<file path="src/rtl/pmg_pkg.sv">
package pmg_pkg;

  localparam int unsigned FIELD_W = 4;

  typedef struct packed {
    logic       is_cr;
    logic [1:0] sel;
    logic       inv;
  } mode_t;

  function automatic mode_t decode_mode(input logic [3:0] code);
    mode_t m;
    m.is_cr = code[3];
    m.sel   = code[2:1];
    m.inv   = code[0];
    return m;
  endfunction

endpackage

</file>
<file path="src/rtl/pmg_int_sel.sv">
module pmg_int_sel
  import pmg_pkg::*;
#(
  parameter int MASK_W = 64,
  localparam int SH_W = $clog2(MASK_W)
) (
  input  mode_t             md,
  input  logic [MASK_W-1:0] r3,
  input  logic [MASK_W-1:0] r10,
  input  logic [MASK_W-1:0] r30,
  output logic [MASK_W-1:0] mask
);

  logic [MASK_W-1:0] onehot;
  logic [MASK_W-1:0] picked;

  // one-hot decoder of the low r3 bits
  for (genvar i = 0; i < MASK_W; i++) begin : g_hot
    assign onehot[i] = (r3[SH_W-1:0] == SH_W'(i));
  end

  always_comb begin
    unique case (md.sel)
      2'd1:    picked = r3;
      2'd2:    picked = r10;
      2'd3:    picked = r30;
      default: picked = '0;
    endcase
    if (md.sel == 2'd0) begin
      mask = md.inv ? onehot : {MASK_W{1'b1}};
    end else begin
      mask = md.inv ? ~picked : picked;
    end
  end

  // the unary form always has exactly one bit set
  always_comb begin
    if (!md.is_cr && md.sel == 2'd0 && md.inv) begin
      a_r3_onehot: assert ($countones(mask) == 1);
    end
  end

endmodule

</file>
<file path="src/rtl/pmg_cr_walk.sv">
module pmg_cr_walk
  import pmg_pkg::*;
#(
  parameter int MASK_W = 64,
  localparam int VL_W  = $clog2(MASK_W + 1),
  localparam int IDX_W = $clog2(MASK_W)
) (
  input  logic               clk,
  input  logic               rst_n,
  input  logic               start,
  input  logic [1:0]         bit_sel,
  input  logic               inv,
  input  logic [VL_W-1:0]    vl,
  input  logic [FIELD_W-1:0] cr_field,
  output logic [IDX_W-1:0]   cr_idx,
  output logic               busy,
  output logic               fin,
  output logic [MASK_W-1:0]  mask_out
);

  logic              busy_q;
  logic [IDX_W-1:0]  idx_q;
  logic [VL_W-1:0]   last_q;
  logic [1:0]        bit_q;
  logic              inv_q;
  logic [MASK_W-1:0] acc_q;
  logic [MASK_W-1:0] acc_next;
  logic              bitv;

  assign bitv   = cr_field[bit_q] ^ inv_q;
  assign fin    = busy_q && (VL_W'(idx_q) == last_q);
  assign busy   = busy_q;
  assign cr_idx = idx_q;

  // only the element under visit takes the new bit
  for (genvar i = 0; i < MASK_W; i++) begin : g_acc
    assign acc_next[i] = (busy_q && idx_q == IDX_W'(i)) ? bitv : acc_q[i];
  end

  assign mask_out = acc_next;

  always_ff @(posedge clk) begin
    if (!rst_n) begin
      busy_q <= 1'b0;
      idx_q  <= '0;
      last_q <= '0;
      bit_q  <= '0;
      inv_q  <= 1'b0;
      acc_q  <= '0;
    end else if (start) begin
      busy_q <= 1'b1;
      idx_q  <= '0;
      last_q <= vl - VL_W'(1);
      bit_q  <= bit_sel;
      inv_q  <= inv;
      acc_q  <= '0;
    end else if (busy_q) begin
      acc_q <= acc_next;
      if (fin) begin
        busy_q <= 1'b0;
        idx_q  <= '0;
      end else begin
        idx_q <= idx_q + IDX_W'(1);
      end
    end
  end

  // the walk visits fields in order, one per cycle
  a_r6_idx_step: assert property (@(posedge clk) disable iff (!rst_n)
    (busy_q && !fin) |=> (busy_q && idx_q == $past(idx_q) + IDX_W'(1)));

  // nothing is collected at or above the element under visit
  a_r7_upper_clear: assert property (@(posedge clk) disable iff (!rst_n)
    busy_q |-> ((acc_q >> idx_q) == '0));

endmodule

</file>
<file path="src/rtl/pmg_mask_gen.sv">
module pmg_mask_gen
  import pmg_pkg::*;
#(
  parameter int MASK_W = 64,
  localparam int VL_W  = $clog2(MASK_W + 1),
  localparam int IDX_W = $clog2(MASK_W)
) (
  input  logic               clk,
  input  logic               rst_n,
  input  logic               req_valid,
  output logic               req_ready,
  input  logic [3:0]         req_mode,
  input  logic [VL_W-1:0]    req_vl,
  input  logic [MASK_W-1:0]  reg_r3,
  input  logic [MASK_W-1:0]  reg_r10,
  input  logic [MASK_W-1:0]  reg_r30,
  output logic [IDX_W-1:0]   cr_idx,
  input  logic [FIELD_W-1:0] cr_field,
  output logic [MASK_W-1:0]  mask,
  output logic               done
);

  mode_t             md;
  logic              accept;
  logic              walk_start;
  logic              walk_busy;
  logic              walk_fin;
  logic [MASK_W-1:0] int_mask;
  logic [MASK_W-1:0] walk_mask;
  logic [MASK_W-1:0] mask_q;
  logic              done_q;

  assign md         = decode_mode(req_mode);
  assign req_ready  = !walk_busy;
  assign accept     = req_valid && req_ready;
  assign walk_start = accept && md.is_cr && (req_vl != '0);

  pmg_int_sel #(.MASK_W(MASK_W)) u_int_sel (
    .md   (md),
    .r3   (reg_r3),
    .r10  (reg_r10),
    .r30  (reg_r30),
    .mask (int_mask)
  );

  pmg_cr_walk #(.MASK_W(MASK_W)) u_cr_walk (
    .clk      (clk),
    .rst_n    (rst_n),
    .start    (walk_start),
    .bit_sel  (md.sel),
    .inv      (md.inv),
    .vl       (req_vl),
    .cr_field (cr_field),
    .cr_idx   (cr_idx),
    .busy     (walk_busy),
    .fin      (walk_fin),
    .mask_out (walk_mask)
  );

  always_ff @(posedge clk) begin
    if (!rst_n) begin
      mask_q <= '0;
      done_q <= 1'b0;
    end else begin
      done_q <= 1'b0;
      if (accept && !md.is_cr) begin
        mask_q <= int_mask;
        done_q <= 1'b1;
      end else if (accept && md.is_cr && req_vl == '0) begin
        mask_q <= '0;
        done_q <= 1'b1;
      end else if (walk_fin) begin
        mask_q <= walk_mask;
        done_q <= 1'b1;
      end
    end
  end

  assign mask = mask_q;
  assign done = done_q;

  // input rule, VL never exceeds the mask width
  a_r6_vl_range: assert property (@(posedge clk) disable iff (!rst_n)
    (accept && md.is_cr) |-> (req_vl <= VL_W'(MASK_W)));

  // the all-ones code finishes at once with every bit set
  a_r2_all_ones: assert property (@(posedge clk) disable iff (!rst_n)
    (accept && req_mode == 4'd0) |=> (done && (&mask)));

  // zero length in condition mode gives an empty mask at once
  a_r8_vl_zero: assert property (@(posedge clk) disable iff (!rst_n)
    (accept && md.is_cr && req_vl == '0) |=> (done && mask == '0));

  // the result moves only together with the strobe
  a_r9_mask_hold: assert property (@(posedge clk) disable iff (!rst_n)
    !$stable(mask) |-> done);

  // no request is taken while a walk runs
  a_r1_no_overlap: assert property (@(posedge clk) disable iff (!rst_n)
    walk_busy |-> !walk_start);

endmodule

</file>
<file path="config.mk">
export PLATFORM = sky130hd
export DESIGN_NAME = pmg_mask_gen
export DESIGN_NICKNAME = d
export VERILOG_FILES = /design/src/rtl/pmg_pkg.sv /design/src/rtl/pmg_int_sel.sv /design/src/rtl/pmg_cr_walk.sv /design/src/rtl/pmg_mask_gen.sv
export SDC_FILE = /design/constraint.sdc
export NUM_CORES = 1
export LEC_CHECK = 0
export ABC_AREA = 0
export CORE_UTILIZATION = 37
export CTS_CLUSTER_DIAMETER = 150
export DETAILED_ROUTE_END_ITERATION = 7
export DONT_BUFFER_PORTS = 1
export SLEW_MARGIN = 20
export SYNTH_ARGS = -nofsm -noshare
export SYNTH_HDL_FRONTEND = slang
export SYNTH_SLANG_ARGS = --single-unit
</file>
<file path="constraint.sdc">
create_clock -name clk -period 3.2 [get_ports clk]
set_input_delay 0.48 -clock clk [delete_from_list [all_inputs] [get_ports clk]]
set_output_delay 0.48 -clock clk [all_outputs]
set_load 0.005 [all_outputs]
</file>
=== Word-level counts from Yosys, hierarchy flattened ===
Cells that the tools add are included.

* $add $sub $neg: 2
* Mux-type cells: 80
* Bitwise gates (word level): 3
* Reductions and logical operators: 79
* Equal/unequal tests: 130
* $lt $le $gt $ge: 1

{| class="wikitable"
|+ Operators by type and width
! operator !! count
|-
| $eq 6x6->1 const B || 64
|-
| $mux 64 || 6
|-
| $eq 6x5->1 const B || 32
|-
| $pmux 64 s3 || 1
|-
| $eq 6x4->1 const B || 16
|-
| $mux 1 || 71
|-
| $logic_and 1x1->1 || 70
|-
| $not 64->64 || 1
|-
| $eq 6x3->1 const B || 8
|-
| $eq 6x2->1 const B || 4
|-
| $eq 6x1->1 const B || 2
|-
| $logic_not 6->1 || 2
|-
| $eq 6x7->1 || 1
|-
| $logic_not 7->1 || 1
|-
| $reduce_bool 7->1 || 1
|-
| $sub 7x1->7 const B || 1
|-
| $add 6x1->6 const B || 1
|-
| $mux 6 || 1
|-
| $eq 2x2->1 const B || 2
|-
| $lt 2x3->1 const B || 1
|-
| $reduce_bool 3->1 || 1
|-
| $bmux 1 s2 || 1
|-
| $eq 2x1->1 const B || 1
|-
| $logic_not 1->1 || 2
|-
| 4 further kinds || 4
|}

* Input bits: 210
* Bits in registers: 146
* Logic and storage cells: 303

=== Logic depth before layout (Yosys ltp) ===
Gate-level depths: netlist of run 1.

* Word-level depth: 7
* Gate-level depth with buffers: 9
* Gate-level depth less buffers: 7

=== Modules after synthesis ===
Synthesis of run 1 repeated with hierarchy kept, for this count alone.

* Cell total of the unflattened synthesis: 1062
* Area, all modules: 10069.7 µm²

{| class="wikitable"
|+ By module, submodules not included
! module !! cells each !! seq. area each (µm²) !! times used !! area each (µm²)
|-
| pmg_cr_walk || 423 || 1621.6 || 1 || 3792.4
|-
| pmg_mask_gen || 318 || 1301.2 || 1 || 3574.7
|-
| pmg_int_sel || 321 || 0.0 || 1 || 2702.6
|}

=== Worst setup path before layout of run 1 ===
Ideal clock, no wire load.

* Path type: input-to-reg
* From: in req_vl[0]
* To: reg u_cr_walk.acc_q[55]
* Stages on the path: 9
* Path slack: 1.274 ns
* Arrival: 1.798 ns
* Required time: 3.072 ns
* Cell sequence: inv_1 ha_1 nand4b_1 and4_1 buf_2 nand2b_1 clkbuf_1 clkbuf_1 nor2_1

* Longest elaborated chain between the ends: 3

{| class="wikitable"
|+ RTL lines
! element !! RTL line !! source
|-
| start, declared || pmg_mask_gen.sv:13 || <nowiki>input logic [VL_W-1:0] req_vl,</nowiki>
|-
| $reduce_bool 7->1 || pmg_mask_gen.sv:36 || <nowiki>assign walk_start = accept && md.is_cr && (req_vl != '0);</nowiki>
|-
| $logic_and 1x1->1 || pmg_mask_gen.sv:36 ||
|-
| $reduce_or 2->1 (no source line) || n/a ||
|-
| end signal, assigned || pmg_cr_walk.sv:58 || <nowiki>acc_q <= acc_next;</nowiki>
|-
| end, declared || pmg_cr_walk.sv:26 || <nowiki>logic [MASK_W-1:0] acc_q;</nowiki>
|}

No other way between the ends.
A chain may end at the register's enable or synchronous reset.

=== Worst setup path in the final report of run 1 ===
* From: reg u_cr_walk.idx_q[5] (netlist: u_cr_walk.cr_idx[5])
* To: reg mask_q[16] (netlist: mask[16])

* Longest elaborated chain between the ends: 6
* Elaborated cells between the ends (all ways): 9
* Those cells by class: 2 x eq/ne; 4 x mux; 3 x reduce/logical

{| class="wikitable"
|+ RTL lines
! element !! RTL line !! source
|-
| start, declared || pmg_cr_walk.sv:22 || <nowiki>logic [IDX_W-1:0] idx_q;</nowiki>
|-
| start signal, assigned || pmg_cr_walk.sv:63 || <nowiki>idx_q <= idx_q + IDX_W'(1);</nowiki>
|-
| $eq 6x5->1 || pmg_cr_walk.sv:37 || <nowiki>assign acc_next[i] = (busy_q && idx_q == IDX_W'(i)) ? bitv : acc_q[i];</nowiki>
|-
| $logic_and 1x1->1 || pmg_cr_walk.sv:37 ||
|-
| $mux 1 || pmg_cr_walk.sv:37 ||
|-
| $mux 64 || pmg_mask_gen.sv:72 || <nowiki>end else if (walk_fin) begin</nowiki>
|-
| $mux 64 || pmg_mask_gen.sv:69 || <nowiki>end else if (accept && md.is_cr && req_vl == '0) begin</nowiki>
|-
| $mux 64 || pmg_mask_gen.sv:66 || <nowiki>if (accept && !md.is_cr) begin</nowiki>
|-
| end signal, assigned || pmg_mask_gen.sv:67 || <nowiki>mask_q <= int_mask;</nowiki>
|-
| end signal, assigned || pmg_mask_gen.sv:73 || <nowiki>mask_q <= walk_mask;</nowiki>
|-
| end, declared || pmg_mask_gen.sv:30 || <nowiki>logic [MASK_W-1:0] mask_q;</nowiki>
|}

Several ways; a longest one is shown, not always the timed one. The select of a mux whose other input is x is not followed.

==> results.md, run 1 <==
Outcome:
- The run finished with clean final reports.

Clocking:
- The H-tree generated during clock tree synthesis spans 4 levels.
- The number of buffers on the longest clock path is 2.
- The clock buffer count from CTS is 17.
- The clock tree from TritonCTS is yes.
- The post-cts resize count is 0.
- Counting every sink on the clock net gives around 150.
- In this run the clock root is driven by a sky130_fd_sc_hd__clkbuf_16.
- The clock input transition at the sequential cells of the worst setup and hold paths is 60 ps.
- The clock latency on the worst-skew pair is 420 ps.
- For this design, the CTS-stage hold fixing added 0 buffers.
- Post-CTS timing repair inserted 0 buffers for setup.

Place:
- Buffers placed on the I/O ports in this run total 0.
- After legalization and detailed placement, the total HPWL measured 24700 µm.
- The global placement routability congestion is approximately 0.84.

Synthesis:
- Sorting the synthesized cells by how often they occur yields 247 x sky130_fd_sc_hd__nor2_1, 146 x sky130_fd_sc_hd__dfxtp_1, 90 x sky130_fd_sc_hd__nand2_1.
- The post-synthesis sequential area ratio is 31.2%.
- The synthesized netlist contains 48 unique library cells.
- The share of synthesized flip-flops with an asynchronous set or reset is 0%.
- The area of the mapped netlist is 9360 µm².
- When the netlist entered floorplanning its net count stood at 1374.
- Yosys mapped a number of flops with a built-in enable equal to 0.
- After synthesis, the largest area contributor takes up 31.2% of total cell area.
- After synthesis, the cell types taking the most area are sky130_fd_sc_hd__dfxtp_1 31%, sky130_fd_sc_hd__nor2_1 9.9%, sky130_fd_sc_hd__mux2_2 7.7%.
- Dividing the synthesized area by the synthesized cell count gives 8.09 µm².
- Synthesis inferred 146 register bits.
- For this run, the leading register cell type out of synthesis is sky130_fd_sc_hd__dfxtp_1.
- The most numerous cell in the Yosys netlist is sky130_fd_sc_hd__nor2_1.
- For this run, the number of Yosys warnings is 0.
- The gate count after technology mapping is 1158.
- The largest total area in the synthesized netlist belongs to sky130_fd_sc_hd__dfxtp_1.

Global routing:
- The initial antenna violation count came to 1.
- The via count of the first global-routing pass is ~8000.
- The first global-routing pass estimated approximately 50000 µm of wire.
- The remaining global-route overflow is 0.
- Global routing used 25.8% of the available tracks.
- Entering global routing, the biggest net connects between 70 and 80 pins.

Floorplan:
- The core area is about 25000 µm².
- The number of placement rows is 57.
- Measured along the y axis, the die boundary spans 161 µm.
- Once the floorplan was initialized, standard cells occupied 38.2% of the core.
- The die outline area is 25900 µm².
- The top-level I/O count is 282.
- Measured along the x axis, the die boundary spans ~160 µm.

Drt:
- The number of optimization iterations in the first detailed-route pass is 7.
- The overall via count from detail_route is between 8000 and 9000.
- After detailed routing, the number of vias per cell comes to a little over 6.
- After detailed routing, the average wire length per cell comes to 24.4 µm.
- The DRC violations left is 0.
- Wires add up to between 30000 and 40000 µm.
- The number of DRC violations after detailed-routing iteration 0 is 705.
- The number of nets with antenna violations after routing is 0.

Final layout:
- The share of final-layout standard cells stronger than drive strength 1 is 13.3%.
- The diode insertion count for antenna repair is 0.
- The layout-stage area growth over the synthesis result is 7.28%.
- After the last flow step, the layout net total stands at 1299.
- Measured on the finished design, the core utilization comes to 40.9%.

Pwr:
- The power density over the cells is 466 nW/µm².
- The cell leakage power is 3.44 nW.
- Total power for the finished layout comes to 0.00468 W.
- IR analysis of the VDD net gives a maximum drop of between 0.3 and 0.4 mV.

Setup path:
- The worst setup path startpoint is u_cr_walk.cr_idx[5].
- The largest driver fanout on the critical path is 68.
- The setup path with the least slack is of type register to register.
- The slowest library cell on the worst path is sky130_fd_sc_hd__dfxtp_1.
- The largest single stage delay on the critical path is slightly above 600 ps.
- The kind of end point of the critical path is a register.
- The critical path data required time is 3520 ps.
- The data arrival time of the worst path is 2870 ps.
- Walking the worst path, the cells encountered are xor2_1 -> nor3_1 -> and4_2 -> buf_4 -> nand2_1 -> o2111a_1.
- The startpoint type of the worst setup path is a register.
- In this run the critical register-to-register path is launched from u_cr_walk.cr_idx[5].

Job:
- The tool flagged a number of max-cap violations equal to 0.

Timing:
- Summed over all failing endpoints, the final setup total negative slack is 0 ps.
- The final-report setup violation count is 0.
- The clock skew after layout is between 8 and 9 ps.
- Headroom to the max-slew limit came out at around 45%.
- At the pin with the least slew margin, the transition time is approximately 820 ps.
- The number of hold violations in the final report was 0.
- The maximum frequency from static timing analysis is a little under 400 MHz.
- For the finished layout, the period the worst path requires is 2550 ps.
- Setup repair after global routing left no endpoint under its margin.
- The final count of pins violating max slew is 0.
- After layout, the worst path uses 79.7% of the clock period.
- Across all hold checks on the routed design, the worst slack comes to 200 ps.

Min path:
- The startpoint of the tightest hold check path is rst_n.
- The min-delay analysis places its worst path in the category input pin to register.
-- stage by stage --
| stage | instances | setup slack, ps | cell area [µm²] |
|---|---|---|---|
| 3_5_place_dp | 1388 | 614 | 9500 |
| 4_1_cts | 1418 | 686 | 10000 |
| 3_3_place_gp | 1388 | 662 | 9500 |
| 2_1_floorplan | 1158 | 1270 | 9360 |
| 6_report | 1418 | 650 | 10000 |
| 5_1_grt | 1418 | 547 | 10000 |
-- final cells by class --
type | instances | area, µm²
clock buffer | 19 | 433
clock inverter | 11 | 116
fill | 2577 | 14500
inverter | 6 | 22.5
multi-input combinational | 891 | 5900
sequential | 146 | 2920
tap | 324 | 405
timing repair buffer | 21 | 245
-- flip-flops by register name, indices dropped and copies added, names as in the netlist --
register / cells
done: 1
u_cr_walk.busy: 1
u_cr_walk.inv_q: 1
u_cr_walk.cr_idx: 6
u_cr_walk.bit_q: 2
u_cr_walk.last_q: 7
mask: 64
u_cr_walk.acc_q: 64
-- power by group --
group / switching (W) / internal [W]
sequential: 0.000100 / 0.00191
clock: 0.000766 / 0.00113
combinational: 0.000465 / 0.000307
-- cell families (layout without fill, tap and decap cells) --
family | count (synthesis) | count (layout) | synth area share, %
buf+inv | 121 | 57 | 6.09
flops | 146 | 146 | 31.2
compound gates | 267 | 267 | 22.6
fa+ha+maj | 6 | 6 | 0.802
xor+xnor | 16 | 16 | 1.58
mux | 133 | 133 | 15.2
simple gates | 469 | 469 | 22.5
-- layout by cell type (no fill, tap or decap), drive strengths merged, types with 5 or more instances in the layout --
cell type	instances
nor3b	5
clkinv	6
mux2	64
o21ai	65
nand3b	10
or4b	6
clkbuf	19
o2111a	64
dfxtp	146
ha	6
o31ai	64
nand4b	5
inv	6
o211a	7
nor2	247
nor3	70
o22ai	64
xor2	13
mux2i	68
nand2	90
buf	21
nand4bb	7
nand3	6
-- worst paths after layout --
kind              slack [ps]  depth (start not counted)                  end
hold reg to reg          490                          2  u_cr_walk.acc_q[60]
hold / removal           200                          1      u_cr_walk.inv_q
setup reg to reg         650                          6             mask[16]
setup / recovery         650                          6             mask[16]
-- critical path: cells and delay by family (launching register included) --
family | cells | cell delay (ps)
AND/OR/NAND/NOR | 3 | 870
flip-flops | 1 | 610
buffers and inverters | 1 | 580
AO/OA/AOI/OAI | 1 | 220
XOR/XNOR | 1 | 120
-- metal layers --
| layer | part of all wire, % | global-route usage [%] | wire (µm) |
|---|---|---|---|
| met3 | 9.8 | 7.83 | 3380 |
| met2 | 44 | 39.6 | 15300 |
| met5 | 0.038 | 0 | 13 |
| met4 | 3.4 | 11.1 | 1180 |
| met1 | 42 | 33.3 | 14600 |
Note: power is estimated with default switching activity, not from simulation.
==> inputs of run 2 (changes only) <==
==> constraint.sdc (replaced) <==
create_clock -name clk -period 2.5 [get_ports clk]
set_input_delay 0.375 -clock clk [delete_from_list [all_inputs] [get_ports clk]]
set_output_delay 0.375 -clock clk [all_outputs]
set_load 0.005 [all_outputs]
==> run 2 against run 1 <==
Net effect:
- cell count grew 1.3%
- highest routed layer is now met4
- largest power group unchanged
- critical endpoint is now mask[1]
- critical path depth did not move
- final area grew 1.8%
- sequential share of layout area down 0.50 points
- power increased by 30%
- clock-buffer cell count is 2 higher
==> results.md, run 2 (synthesized netlist as in run 1, its figures left out) <==
Outcome:
- The run finished with clean final reports.

Floorplan:
- The die outline area is 25900 µm² (unchanged).
- The die width is 161 µm (unchanged).
- The die span in y was 161 µm (unchanged).
- The core area is 24500 µm² (unchanged).
- The effective utilization at floorplan is 38.2% (unchanged).
- The number of placement rows is 57 (unchanged).
- The top-level I/O count is 282 (unchanged).

Pwr:
- The power density over the cells came to 593 nW/µm² (+27%).
- The share of total power in sequential cells is 42.6% (-0.4 points).
- The switching power is 0.00168 W (+27%).
- The largest voltage drop on the vdd net is 0.439 mV (+15%).
- The combinational group share of total power is 16.6% (about the same).
- The internal power is 0.00438 W (+31%).
- The switching power share of the total came to 27.8% (-0.64 points).
- The clock group share of total power is 40.8% (+0.3 points).
- The cell leakage power is 3.55 nW (+3.3%).

Setup path:
- The stage delay of the slowest cell on the critical path is 570 ps (-40 ps).
- The worst setup path is of the register to register kind.
- The number of buffers and inverters on the critical path came to 2 (+1).
- The largest driver fanout on the critical path is 28 (-59%).
- The critical path data required time is 2860 ps (-660 ps).
- The kind of cell with the highest combined delay along the critical path is compound AO/OA/AOI/OAI gates.
- STA classifies the critical path endpoint as a register.
- The signal on the critical path passes through nand2b_1 -> or2_2 -> buf_4 -> buf_4 -> o31ai_1 -> o2111a_1.
- The critical path depth came to 6 (unchanged).
- The slowest library cell on the worst path is sky130_fd_sc_hd__o31ai_1.
- The cell type with the highest occurrence count on the critical path is sky130_fd_sc_hd__buf_4.
- STA classifies the critical path startpoint as a register.
- The count of cells along the worst register-to-register path is 6 (unchanged).
- The data arrival time of the worst path is 2630 ps (-240 ps).

Min path:
- The number of instances on the worst hold path was 1 (unchanged).
- The worst min-delay path category is input pin to register.

Drt:
- The number of DRC violations after detailed-routing iteration 0 is 833 (+18%).
- The ratio of routed vias to standard cells is 6.11 (-0.93%).
- The routed wire length per instance was 24.4 µm (about the same).
- The overall via count from detail_route was 8780 (+0.33%).
- The number of nets with antenna violations after routing was 0 (unchanged).
- The DRC violations left is 0 (unchanged).
- The number of optimization iterations in the first detailed-route pass was 5 (-2).
- The total routed wirelength came to 35000 µm (+1.4%).

Place:
- The global placement routability congestion is 0.834 (-0.39%).
- The count of input and output buffers came to 0 (unchanged).
- The estimated wirelength of the detail-placed design is 25200 µm (+1.9%).

Timing:
- The number of hold violations in the final report is 0 (unchanged).
- The transition time of the tightest slew-check pin came to 653 ps (-168 ps).
- The final-report setup violation count came to 0 (unchanged).
- Setup repair after global routing left no endpoint under its margin.
- The worst hold slack across all endpoints came to 93.2 ps (-106 ps).
- The final count of pins violating max slew is 0 (unchanged).
- The maximum frequency from static timing analysis is 440 MHz (+12%).
- The worst-case headroom to the max-slew limit is 56.5% (+11 points).
- The sum of negative setup slack is 0 ps (unchanged).
- The fraction of the cycle the final worst path needs is 90.9% (+11 points).
- The clock skew after layout is 9.16 ps (+0.299 ps).
- The minimum clock period after layout was 2270 ps (-278 ps).

Final layout:
- In the layout the commonest cells are 247 x sky130_fd_sc_hd__nor2_1, 146 x sky130_fd_sc_hd__dfxtp_1, 90 x sky130_fd_sc_hd__nand2_1.
- The area of combinational cells with multiple inputs is 5900 µm² (about the same).
- The number of filler cells placed in the layout is 2483 (-3.6%).
- The number of nets in the layout came to 1317 (+1.4%).
- The storage element area is 2920 µm² (unchanged).
- From synthesis to final layout, the design area changed by 9.17%.
- The share of final-layout standard cells stronger than drive strength 1 came to 14.8% (+1.4 points).
- The commonest non-fill, non-tap cell in the layout is sky130_fd_sc_hd__nor2_1.

Clocking:
- The clock tree from TritonCTS is yes.
- The clock buffer count from CTS is 17 (unchanged).
- The clock input transition at the sequential cells of the worst setup and hold paths was 60 ps (about the same).
- The clock latency on the worst-skew pair was 420 ps (about the same).
- The number of setup buffers added after CTS is 0 (unchanged).
- The number of buffers on the longest clock path came to 2 (unchanged).
- The number of sinks driven by the clock tree is 146 (unchanged).
- The number of buffers inserted by hold repair at cts is 0 (unchanged).
- The post-cts resize count came to 0 (unchanged).
- The H-tree depth is 4 (unchanged).
- In this run the clock root is driven by a sky130_fd_sc_hd__clkbuf_16.

Global routing:
- The initial antenna violation count is 0 (-1).
- The maximum number of pins on one net before global-route repair came to 78 (unchanged).
- The via count of the first global-routing pass is 8106 (-0.26%).
- The aggregate global-route resource usage was 26.0% (+0.27 points).
- The global-route wire length before repair is 50700 µm (+1.4%).
- The remaining global-route overflow is 0 (unchanged).

Job:
- The max-capacitance violation count was 0 (unchanged).
## run 2: cell types whose count changed in the layout (fill, tap and decap cells not counted)
cell,before,now
sky130_fd_sc_hd__buf_4,14,30
sky130_fd_sc_hd__buf_12,7,9
sky130_fd_sc_hd__clkinv_4,1,0
sky130_fd_sc_hd__diode_2,0,2
sky130_fd_sc_hd__clkinvlp_4,3,0
sky130_fd_sc_hd__nor3b_2,0,1
sky130_fd_sc_hd__nor3b_1,5,4
sky130_fd_sc_hd__clkbuf_8,0,3
sky130_fd_sc_hd__clkbuf_1,2,1
## run 2: power groups by stage
stage | clock (W) | combinational, W | sequential (W)
2_1_floorplan | 0 | 0.000790 | 0.00257
3_3_place_gp | 0 | 0.000984 | 0.00263
3_5_place_dp | 0 | 0.000995 | 0.00264
4_1_cts | 0.00250 | 0.000999 | 0.00258
5_1_grt | 0.00259 | 0.00108 | 0.00259
6_report | 0.00247 | 0.00101 | 0.00258
## run 2: final cells by class
class / count / area share (%)
clock inverters: 7 / 0.832
multi-input cells: 891 / 57.8
inverters: 6 / 0.220
repair buffers: 39 / 3.97
flip-flops and latches: 146 / 28.6
clock buffers: 21 / 4.60
diodes: 2 / 0.0490
well taps: 324 / 3.97
## run 2: final timing paths
kind                       startpoint                   to  slack, ps
hold reg to reg   u_cr_walk.acc_q[43]  u_cr_walk.acc_q[43]        490
setup reg to reg       u_cr_walk.busy              mask[1]        230
setup / recovery       u_cr_walk.busy              mask[1]        230
hold / removal                  rst_n   u_cr_walk.bit_q[1]         90
## run 2: through the flow
step	instance area [µm²]	instances	worst slack (ps)	utilization, %	power (W)
5_1_grt	10200	1434	179	41.6	0.00626
2_1_floorplan	9360	1158	679	-	0.00336
4_1_cts	10200	1434	93.1	41.6	0.00608
6_report	10200	1436	228	41.7	0.00606
3_5_place_dp	9660	1406	102	39.4	0.00363
3_3_place_gp	9660	1406	137	39.4	0.00362
## run 2: routing by layer
metal  vias to the layer above  global-route usage [%]  routed length [µm]
met2                       419                    40.0               15500
met3                        56                    5.91                3020
met4                         0                    10.7                1160
met1                      4214                    35.0               15300
li1                       4091                       -                   -
met5                         -                       0                   0
